**src/rtl/shu_pkg.sv**
```systemverilog
package shu_pkg;

  typedef enum logic [2:0] {
    OP_SRL  = 3'd0,
    OP_SRA  = 3'd1,
    OP_SLL  = 3'd2,
    OP_ROR  = 3'd3,
    OP_ROL  = 3'd4,
    OP_DIV  = 3'd5,
    OP_RSV6 = 3'd6,
    OP_RSV7 = 3'd7
  } shu_op_e;

  typedef enum logic [1:0] {
    FILL_ZERO = 2'd0,
    FILL_SIGN = 2'd1,
    FILL_WRAP = 2'd2
  } shu_fill_e;

endpackage

```
**src/rtl/shu_bitrev.sv**
```systemverilog
module shu_bitrev #(
  parameter int WIDTH = 32
) (
  input  logic [WIDTH-1:0] din_i,
  output logic [WIDTH-1:0] dout_o
);

  for (genvar i = 0; i < WIDTH; i++) begin : g_rev
    assign dout_o[i] = din_i[WIDTH-1-i];
  end

endmodule

```
**src/rtl/shu_bias.sv**
```systemverilog
module shu_bias #(
  parameter int WIDTH = 32,
  parameter int SHW   = $clog2(WIDTH)
) (
  input  logic [WIDTH-1:0] opnd_i,
  input  logic [SHW-1:0]   k_i,
  input  logic             en_i,
  output logic [WIDTH-1:0] sum_o
);

  logic [WIDTH-1:0] low_mask;

  // 2^k - 1 as a run of k ones
  assign low_mask = ~({WIDTH{1'b1}} << k_i);

  // Negative dividends only; a negative plus a bias below 2^(WIDTH-1) cannot overflow
  assign sum_o = (en_i && opnd_i[WIDTH-1]) ? (opnd_i + low_mask) : opnd_i;

endmodule

```
**src/rtl/shu_barrel.sv**
```systemverilog
module shu_barrel
  import shu_pkg::*;
#(
  parameter int WIDTH = 32,
  parameter int SHW   = $clog2(WIDTH)
) (
  input  logic [WIDTH-1:0] din_i,
  input  logic [SHW-1:0]   k_i,
  input  shu_fill_e        fill_i,
  output logic [WIDTH-1:0] dout_o
);

  logic [SHW:0][WIDTH-1:0] stg;
  logic                    fill_bit;
  logic                    wrap;

  assign fill_bit = (fill_i == FILL_SIGN) ? din_i[WIDTH-1] : 1'b0;
  assign wrap     = (fill_i == FILL_WRAP);
  assign stg[0]   = din_i;

  for (genvar s = 0; s < SHW; s++) begin : g_stage
    localparam int DIST = 1 << s;
    logic [WIDTH-1:0] moved;
    assign moved = wrap ? {stg[s][DIST-1:0], stg[s][WIDTH-1:DIST]}
                        : {{DIST{fill_bit}}, stg[s][WIDTH-1:DIST]};
    assign stg[s+1] = k_i[s] ? moved : stg[s];
  end

  assign dout_o = stg[SHW];

endmodule

```
**src/rtl/shift_div_unit.sv**
```systemverilog
module shift_div_unit
  import shu_pkg::*;
#(
  parameter int WIDTH = 32,
  parameter int AMT_W = 8
) (
  input  logic [WIDTH-1:0] opnd_i,
  input  logic [AMT_W-1:0] amt_i,
  input  logic [2:0]       op_i,
  output logic [WIDTH-1:0] res_o
);

  localparam int SHW = $clog2(WIDTH);

  shu_op_e          op;
  logic [SHW-1:0]   k;
  logic             unused_amt_hi;
  logic             go_left;
  logic             is_div;
  logic             is_pass;
  shu_fill_e        fill;
  logic [WIDTH-1:0] opnd_rev;
  logic [WIDTH-1:0] biased;
  logic [WIDTH-1:0] bar_in;
  logic [WIDTH-1:0] bar_out;
  logic [WIDTH-1:0] bar_out_rev;

  assign op            = shu_op_e'(op_i);
  assign k             = amt_i[SHW-1:0];
  assign unused_amt_hi = ^amt_i[AMT_W-1:SHW];

  always_comb begin
    go_left = 1'b0;
    is_div  = 1'b0;
    is_pass = 1'b0;
    fill    = FILL_ZERO;
    unique case (op)
      OP_SRL:  fill = FILL_ZERO;
      OP_SRA:  fill = FILL_SIGN;
      OP_SLL:  go_left = 1'b1;
      OP_ROR:  fill = FILL_WRAP;
      OP_ROL:  begin go_left = 1'b1; fill = FILL_WRAP; end
      OP_DIV:  begin is_div = 1'b1; fill = FILL_SIGN; end
      default: is_pass = 1'b1;
    endcase
  end

  shu_bitrev #(.WIDTH(WIDTH)) u_rev_in (
    .din_i  (opnd_i),
    .dout_o (opnd_rev)
  );

  shu_bias #(.WIDTH(WIDTH), .SHW(SHW)) u_bias (
    .opnd_i (opnd_i),
    .k_i    (k),
    .en_i   (is_div),
    .sum_o  (biased)
  );

  assign bar_in = go_left ? opnd_rev : biased;

  shu_barrel #(.WIDTH(WIDTH), .SHW(SHW)) u_barrel (
    .din_i  (bar_in),
    .k_i    (k),
    .fill_i (fill),
    .dout_o (bar_out)
  );

  shu_bitrev #(.WIDTH(WIDTH)) u_rev_out (
    .din_i  (bar_out),
    .dout_o (bar_out_rev)
  );

  always_comb begin
    if (is_pass)      res_o = opnd_i;
    else if (go_left) res_o = bar_out_rev;
    else              res_o = bar_out;
  end

endmodule

```
**config.mk**
```make
export PLATFORM = sky130hd
export DESIGN_NAME = shift_div_unit
export DESIGN_NICKNAME = d
export VERILOG_FILES = /design/src/rtl/shu_pkg.sv /design/src/rtl/shu_bitrev.sv /design/src/rtl/shu_bias.sv /design/src/rtl/shu_barrel.sv /design/src/rtl/shift_div_unit.sv
export SDC_FILE = /design/constraint.sdc
export NUM_CORES = 1
export LEC_CHECK = 0
export ABC_AREA = 1
export BUFFER_PORTS_ARGS = -buffer_cell sky130_fd_sc_hd__buf_2
export CAP_MARGIN = 0
export CORE_MARGIN = 10
export CORE_UTILIZATION = 45
export DETAILED_ROUTE_END_ITERATION = 7
export PLACE_DENSITY_LB_ADDON = 0.08
export SLEW_MARGIN = 10
export SYNTH_ARGS = -nofsm -noshare
export SYNTH_HDL_FRONTEND = slang
export SYNTH_HIERARCHICAL = 1
export SYNTH_SLANG_ARGS = --single-unit
export TNS_END_PERCENT = 50
```
**constraint.sdc**
```tcl
create_clock -name vclk -period 6.9
set_input_delay 1.725 -clock vclk [all_inputs]
set_output_delay 1.725 -clock vclk [all_outputs]
set_load 0.01 [all_outputs]
```
==> results of run 1 <==
==> final cells by class <==
class,instances,share of cell area
Timing Repair inverter,1,0.000730
Multi-Input combinational cell,1191,0.731
Timing Repair Buffer,234,0.171
Inverter,192,0.0716
Tap cell,211,0.0257
==> per-layer routing <==
layer / vias to the layer above / share of wire
met5: - / 0
met4: 0 / 0.036
met3: 74 / 0.10
met2: 544 / 0.44
met1: 4777 / 0.42
li1: 4957 / -
==> logic make-up after synthesis <==
| kind of cell | Yosys count |
|---|---|
| AO/OA/AOI/OAI | 62 |
| adder cells (fa/ha/maj) | 32 |
| XOR/XNOR | 4 |
| AND/OR/NAND/NOR | 1093 |
| buffers and inverters | 324 |
==> synthesized netlist by cell type, drive strengths merged <==
| library cell | instances | area share |
|---|---|---|
| a31oi | 1 | 0.00088 |
| nand3 | 384 | 0.28 |
| a21oi | 31 | 0.022 |
| nor2 | 66 | 0.037 |
| o21bai | 3 | 0.0032 |
| inv | 192 | 0.10 |
| nand3b | 3 | 0.0032 |
| nand2 | 625 | 0.34 |
| ha | 31 | 0.055 |
| fa | 1 | 0.0028 |
| nand4 | 4 | 0.0035 |
| o211ai | 1 | 0.0011 |
| xnor2 | 4 | 0.0049 |
| clkbuf | 11 | 0.0058 |
| nor3 | 4 | 0.0028 |
| or2 | 7 | 0.0062 |
| a21o | 1 | 0.0011 |
| buf | 121 | 0.12 |
| o21ai | 23 | 0.017 |
| a21boi | 2 | 0.0021 |
==> how the worst max path moves through the flow <==
| stage | startpoint | endpoint | cells past startpoint |
|---|---|---|---|
| after floorplan | amt_i[4] | res_o[8] | 29 |
| after global placement | amt_i[1] | res_o[13] | 31 |
| after detailed placement | amt_i[1] | res_o[13] | 31 |
| after CTS | amt_i[3] | res_o[17] | 31 |
| after global routing | amt_i[1] | res_o[12] | 33 |
| final | amt_i[3] | res_o[13] | 30 |
==> per-stage QoR <==
step           instance area, sq um  instances   util  setup slack, ns
4_1_cts                        8330       1827  0.544          -0.0117
3_5_place_dp                   7980       1817  0.521           -0.313
2_1_floorplan                  7080       1515      -            0.600
5_1_grt                       10300       1829  0.672           -0.142
3_3_place_gp                   7980       1817  0.521           -0.272
6_report                      10300       1829  0.672           0.0492
==> power breakdown <==
group | switching, mW | internal (mW)
Combinational | 0.641 | 0.393
Clock | 0 | 0
Sequential | 0 | 0
==> worst min-delay path, delay by kind of cell <==
family	cells	cell delay, ns
simple gates	2	0.11
buf+inv	2	0.28
==> timing repair <==
item                       4_1_cts  5_1_grt
buffers inserted                 9        6
setup endpoints to repair       32       32
resized for setup               80      456
cloned                           1        0
pin swaps                       28      203
==> results_dict.tcl, run 1 <==
set metrics [dict create \
    outcome "finished, final reports clean" \
    grt_pass1_wl_um 49700 \
    antenna_cells 0 \
    core_sq_um 15300 \
    io_pins 75 \
    dr_total_vias 10400 \
    die_h_um 145 \
    final_common_cell "nand2_1" \
    drtAntennaViolNets 0 \
    synth-xor-area-share 0.00495 \
    fp.dieW_um 145 \
    cap_violations 0 \
    crit_required_ns 5.18 \
    synth_area_sq_um 7080 \
    syn_to_final_growth_pct 45.4 \
    place.gp.congestion 1.03 \
    grt_use_met1 0.416 \
    setup-tns-final_ns 0 \
    hp-class "primary input to primary output" \
    drt_first_pass_iters 6 \
    grt_busiest_layer "met2" \
    setup_viol 0 \
    power_mw 1.03 \
    seq_area_sq_um 0 \
    syn_inst 1515 \
    slowest_delay_ns 0.26 \
    p_leak_nw 5.62 \
    buffer_ports.inserted 72 \
    final_cell_mix "467 x nand2_1, 233 x nand3_1, 173 x inv_1" \
    use_met2 0.438 \
    drive_gt1_frac 0.416 \
    irDropWorstVdd_mv 0.0735 \
    cp_slowest_cell "o21ai_2" \
    nets 1695 \
    syn_nets 1590 \
    synth.distinct_cells 33 \
    final_hold_viol_count 0 \
    criticalPathCategory "primary input to primary output" \
    critPathBufInv 8 \
    synthAdderAreaFrac 0.0576 \
    start_util 0.462 \
    detail_route.wl_per_cell_um 18.7 \
    multi_input_area_sq_um 7520 \
    slew_headroom 0.0358 \
    rsz0062_at_grt "yes" \
    nClkBuffers 0 \
    syn_avg_cell_area_sq_um 4.67 \
    muxShareOfSynthArea 0 \
    rows 45 \
    cts_hold_buf 0 \
    fmax_mhz 146 \
    min_period_over_period 0.993 \
    nFlopsAndLatches 0 \
    cp_max_fo 6 \
    track_usage 0.286 \
    met3_usage 0.0292 \
    cp-start-kind "primary input" \
    hold_path_depth 4 \
    holdWs_ns 3.84 \
    synth_top_family_by_area "simple AND/OR/NAND/NOR gates" \
    viasPerCell 5.66 \
    die-area_sq_um 21100 \
    antenna_found_initial 0 \
    fillers 1513 \
    grt_pass1_vias 8856 \
    ys_warn_count 6 \
    wl_um 34300 \
    p_per_area_nw_per_um2 101 \
    fin_crit_ns 6.85 \
    holdPathEnd "res_o[31]" \
    synth-compound-area-share 0.0481 \
    hold_start "opnd_i[31]" \
    dr.first_iter.drc_count 1402 \
    worst_pin_slew_ns 1.44 \
    hpwl_um 26700 \
    cp.arrival_ns 5.13 \
    ys_seq_area_frac 0 \
    grt_max_degree 39 \
    drv_slew 0 \
    end_kind "primary output" \
    path_delay_family "simple AND/OR/NAND/NOR gates" \
    drc 0 \
    synth_simple_gate_area_frac 0.663 \
    overflow 0 \
]
No activity file was read; power rests on OpenSTA's default activity.
==> inputs of run 2 (changes only) <==
Settings changed: PLACE_DENSITY set to 0.71, PLACE_DENSITY_LB_ADDON 0.08 to unset.
==> results_dict.tcl, run 2 (synthesis gave the netlist of run 1 again) <==
set metrics [dict create \
    fillers 1551 \
    wl_um 32100 \
    nFlopsAndLatches 0 \
    holdPathEnd "res_o[31]" \
    rsz0062_at_grt "yes" \
    cts_hold_buf 0 \
    end_kind "primary output" \
    min_period_over_period 0.999 \
    hpwl_um 24300 \
    cp_slowest_cell "ha_1" \
    path_delay_family "simple AND/OR/NAND/NOR gates" \
    p_leak_nw 5.23 \
    drive_gt1_frac 0.318 \
    dp_slack_ns -0.148 \
    outcome "finished with violations" \
    nets 1653 \
    setup_viol 0 \
    viasPerCell 5.71 \
    drt_first_pass_iters 8 \
    hold_path_depth 4 \
    track_usage 0.262 \
    criticalPathCategory "primary input to primary output" \
    drv_slew 0 \
    nClkBuffers 0 \
    slew_headroom 0.0581 \
    start_util 0.462 \
    critPathBufInv 7 \
    timing.final.ws_setup_ns 0.00438 \
    design_area_sq_um 9150 \
    rows 45 \
    slowest_delay_ns 0.36 \
    place.gp.congestion 1.07 \
    buffer_ports.inserted 72 \
    io_pins 75 \
    antenna_cells 0 \
    cp_max_fo 4 \
    die_h_um 145 \
    core_sq_um 15300 \
    place_area_sq_um 7620 \
    dr_total_vias 10200 \
    syn_to_final_growth_pct 29.3 \
    power_mw 0.904 \
    drtAntennaViolNets 0 \
    die-area_sq_um 21100 \
    grt_pass1_wl_um 45700 \
    dr.first_iter.drc_count 1465 \
    irDropWorstVdd_mv 0.0680 \
    cp.arrival_ns 5.17 \
    final_cell_mix "541 x nand2_1, 261 x nand3_1, 177 x inv_1" \
    fp.dieW_um 145 \
    crit_required_ns 5.18 \
    seq_area_sq_um 0 \
    fin_crit_ns 6.90 \
    grt_pass1_vias 8514 \
    worst_pin_slew_ns 1.41 \
    overflow 0 \
    final_common_cell "nand2_1" \
    setup-tns-final_ns 0 \
    violations "design-rule violations" \
    final_hold_viol_count 0 \
    p_per_area_nw_per_um2 98.8 \
    crit_top_cell "nand2_1" \
    hold_start "opnd_i[31]" \
    cap_violations 0 \
    fmax_mhz 145 \
    antenna_found_initial 0 \
    cp-start-kind "primary input" \
    hp-class "primary input to primary output" \
    holdWs_ns 3.81 \
    grt_max_degree 65 \
    drc 1 \
    detail_route.wl_per_cell_um 17.9 \
]
run 2: what timing repair did:
| item | in CTS | in global routing |
|---|---|---|
| setup endpoints to repair | 32 | 32 |
| cloned | 0 | 2 |
| hold endpoints to repair | 0 | 0 |
| setup buffers | 3 | 15 |
| pin swaps | 4 | 113 |
| gates resized for setup | 32 | 305 |
run 2: worst min-delay path: cells and delay by family:
family | cells | cell delay (ns)
buffers and inverters | 2 | 0.23
AND/OR/NAND/NOR | 2 | 0.12
run 2: stage by stage:
step           instances   util
6_report            1787  0.598
5_1_grt             1787  0.598
4_1_cts             1770  0.506
3_5_place_dp        1767  0.498
3_3_place_gp        1767  0.498
2_1_floorplan       1515      -
run 2: power breakdown:
group          internal, mW  total, mW  leakage [nW]  switching (mW)
Clock                     0          0             0               0
Combinational         0.333      0.904          5.23           0.572
Sequential                0          0             0               0
run 2: worst max path at each step:
stage                   from        end  slack (ns)  cells after the start
floorplan           amt_i[4]   res_o[8]        0.60                     29
finish              amt_i[0]   res_o[3]       0.004                     33
global route        amt_i[0]   res_o[3]       -0.18                     31
CTS                 amt_i[1]  res_o[16]        0.02                     30
detailed placement  amt_i[1]  res_o[17]       -0.15                     25
global placement    amt_i[1]  res_o[21]       -0.13                     25
run 2: area by class of cell:
type               instances  area, sq um  share of cell area
repair inverters           1         7.51            0.000820
repair buffers           192         1420               0.156
inverters                192          736              0.0804
multi-input cells       1191         6720               0.734
well taps                211          264              0.0288
run 2: routing by layer:
layer | vias to the layer above | track usage | share of wire
met1 | 4545 | 0.355 | 0.41
met4 | 0 | 0.101 | 0.053
met3 | 117 | 0.0478 | 0.11
li1 | 4875 | - | -
met2 | 673 | 0.402 | 0.43
met5 | - | 0 | 0
==> inputs of run 3 (changes only) <==
Settings changed: ABC_CLOCK_PERIOD_IN_PS set to 6900, CORE_MARGIN 10 to unset, GPL_TIMING_DRIVEN set to 0.
==> results_dict.tcl, run 3 (synthesis gave the netlist of run 1 again) <==
set metrics [dict create \
    die_h_um 127 \
    power_mw 1.01 \
    antenna_found_initial 0 \
    buffer_ports.inserted 72 \
    cap_violations 0 \
    grt_pass1_vias 8994 \
    hpwl_um 25600 \
    irDropWorstVdd_mv 0.0542 \
    place.gp.congestion 1.11 \
    core_sq_um 15300 \
    crit_top_cell "nand2_2" \
    track_usage 0.379 \
    fmax_mhz 144 \
    setup-tns-final_ns -0.0984 \
    path_depth 31 \
    final_hold_viol_count 0 \
    nClkBuffers 0 \
    nFlopsAndLatches 0 \
    detail_route.wl_per_cell_um 18.9 \
    rsz0062_at_grt "yes" \
    crit_required_ns 5.18 \
    crit_start "amt_i[2]" \
    internal-power_mw 0.366 \
    violations "negative setup slack" \
    die-area_sq_um 16200 \
    p_leak_nw 5.57 \
    design_area_sq_um 10000 \
    drv_slew 0 \
    timing.critical_path.to "res_o[2]" \
    min_period_over_period 1.01 \
    utilization 0.657 \
    holdWs_ns 3.85 \
    fp.dieW_um 127 \
    outcome "finished with violations" \
    cp_max_fo 11 \
    criticalPathCategory "primary input to primary output" \
    power_switching_mw 0.645 \
    io_pins 75 \
    sw_frac_of_total 0.638 \
    cp_slowest_cell "a31oi_4" \
    final_cell_mix "483 x nand2_1, 212 x nand3_1, 174 x inv_1" \
    wl_um 34700 \
    hp-class "primary input to primary output" \
    dr_total_vias 10900 \
    syn_to_final_growth_pct 41.7 \
    drt_first_pass_iters 6 \
    viasPerCell 5.93 \
    setup_viol 5 \
    clock_power_share 0 \
    drc 0 \
    seq_area_sq_um 0 \
    slew_headroom 0.385 \
    end_kind "primary output" \
    nets 1701 \
    slowest_delay_ns 0.28 \
    timing.final.ws_setup_ns -0.0387 \
    worst_pin_slew_ns 0.923 \
    pwr-share-seq 0 \
    cp.arrival_ns 5.21 \
    cp-start-kind "primary input" \
    rows 45 \
    dr.first_iter.drc_count 1621 \
    grt_pass1_wl_um 47900 \
    hold_path_depth 4 \
    critPathBufInv 7 \
    pwr-share-comb 1.000 \
    fin_crit_ns 6.94 \
    final_common_cell "nand2_1" \
    place_area_sq_um 7700 \
    path_delay_family "simple AND/OR/NAND/NOR gates" \
    start_util 0.464 \
    overflow 0 \
    p_per_area_nw_per_um2 101 \
    drive_gt1_frac 0.397 \
    drtAntennaViolNets 0 \
    grt_max_degree 12 \
]
-- run 3: changes by cell type in the layout (fill, tap and decap cells not counted), moves of 7 or more --
cell,previous run,this run
nand2_1,541,483
nand3_1,261,212
buf_2,61,101
nand2_2,81,118
nand3_2,118,143
nand3_4,5,29
nand2_4,3,24
a21oi_2,20,10
clkbuf_1,0,10
a21oi_1,10,17
nor2_4,11,18
-- run 3: worst min-delay path by stage --
| stage | slack [ns] | start | end |
|---|---|---|---|
| 3_3_place_gp | 3.83 | opnd_i[31] | res_o[31] |
| 5_1_grt | 3.86 | opnd_i[14] | res_o[14] |
| 4_1_cts | 3.84 | opnd_i[19] | res_o[19] |
| 6_report | 3.85 | opnd_i[5] | res_o[5] |
| 2_1_floorplan | 3.57 | opnd_i[0] | res_o[0] |
| 3_5_place_dp | 3.84 | opnd_i[19] | res_o[19] |
-- run 3: power groups by stage --
stage          Sequential, mW    Clock (mW)  Combinational [mW]
2_1_floorplan               0             0               0.525
3_3_place_gp                0             0               0.733
3_5_place_dp                0             0               0.739
4_1_cts                     0             0               0.776
5_1_grt                     0             0                1.07
6_report                    0  0.0000000426                1.01
-- run 3: through the flow --
stage,worst slack [ns],std cells
3_5_place_dp,-0.729,1798
6_report,-0.0387,1836
5_1_grt,-0.158,1835
4_1_cts,-0.00744,1810
3_3_place_gp,-0.714,1798
2_1_floorplan,0.600,1515
-- run 3: layout make-up --
| type | instances | area [sq um] |
|---|---|---|
| Buffer | 131 | 880 |
| Tap cell | 211 | 264 |
| Fill cell | 1415 | 5230 |
| Antenna cell | 1 | 2.50 |
| Multi-Input combinational cell | 1191 | 7450 |
| Inverter | 192 | 734 |
| Timing Repair Buffer | 110 | 698 |
-- run 3: per-layer routing --
| metal | wire (um) | GRT usage | share of wire | vias up |
|---|---|---|---|---|
| li1 | - | - | - | 4977 |
| met1 | 13500 | 0.520 | 0.39 | 4952 |
| met2 | 14400 | 0.569 | 0.42 | 772 |
| met3 | 4650 | 0.0817 | 0.13 | 187 |
| met4 | 2180 | 0.160 | 0.063 | 0 |
| met5 | 0 | 0 | 0 | - |
-- run 3: tightest hold or removal path, delay by kind of cell --
kind                   cells  cell delay (ns)
and+or+nand+nor            2             0.12
buffers and inverters      2             0.28
-- run 3: what timing repair did --
action                                  CTS  global route
hold buffers                              0             0
gates resized for setup                  80           420
setup buffers                            12            26
pin swaps                                22           133
endpoints found under the setup margin   32            32
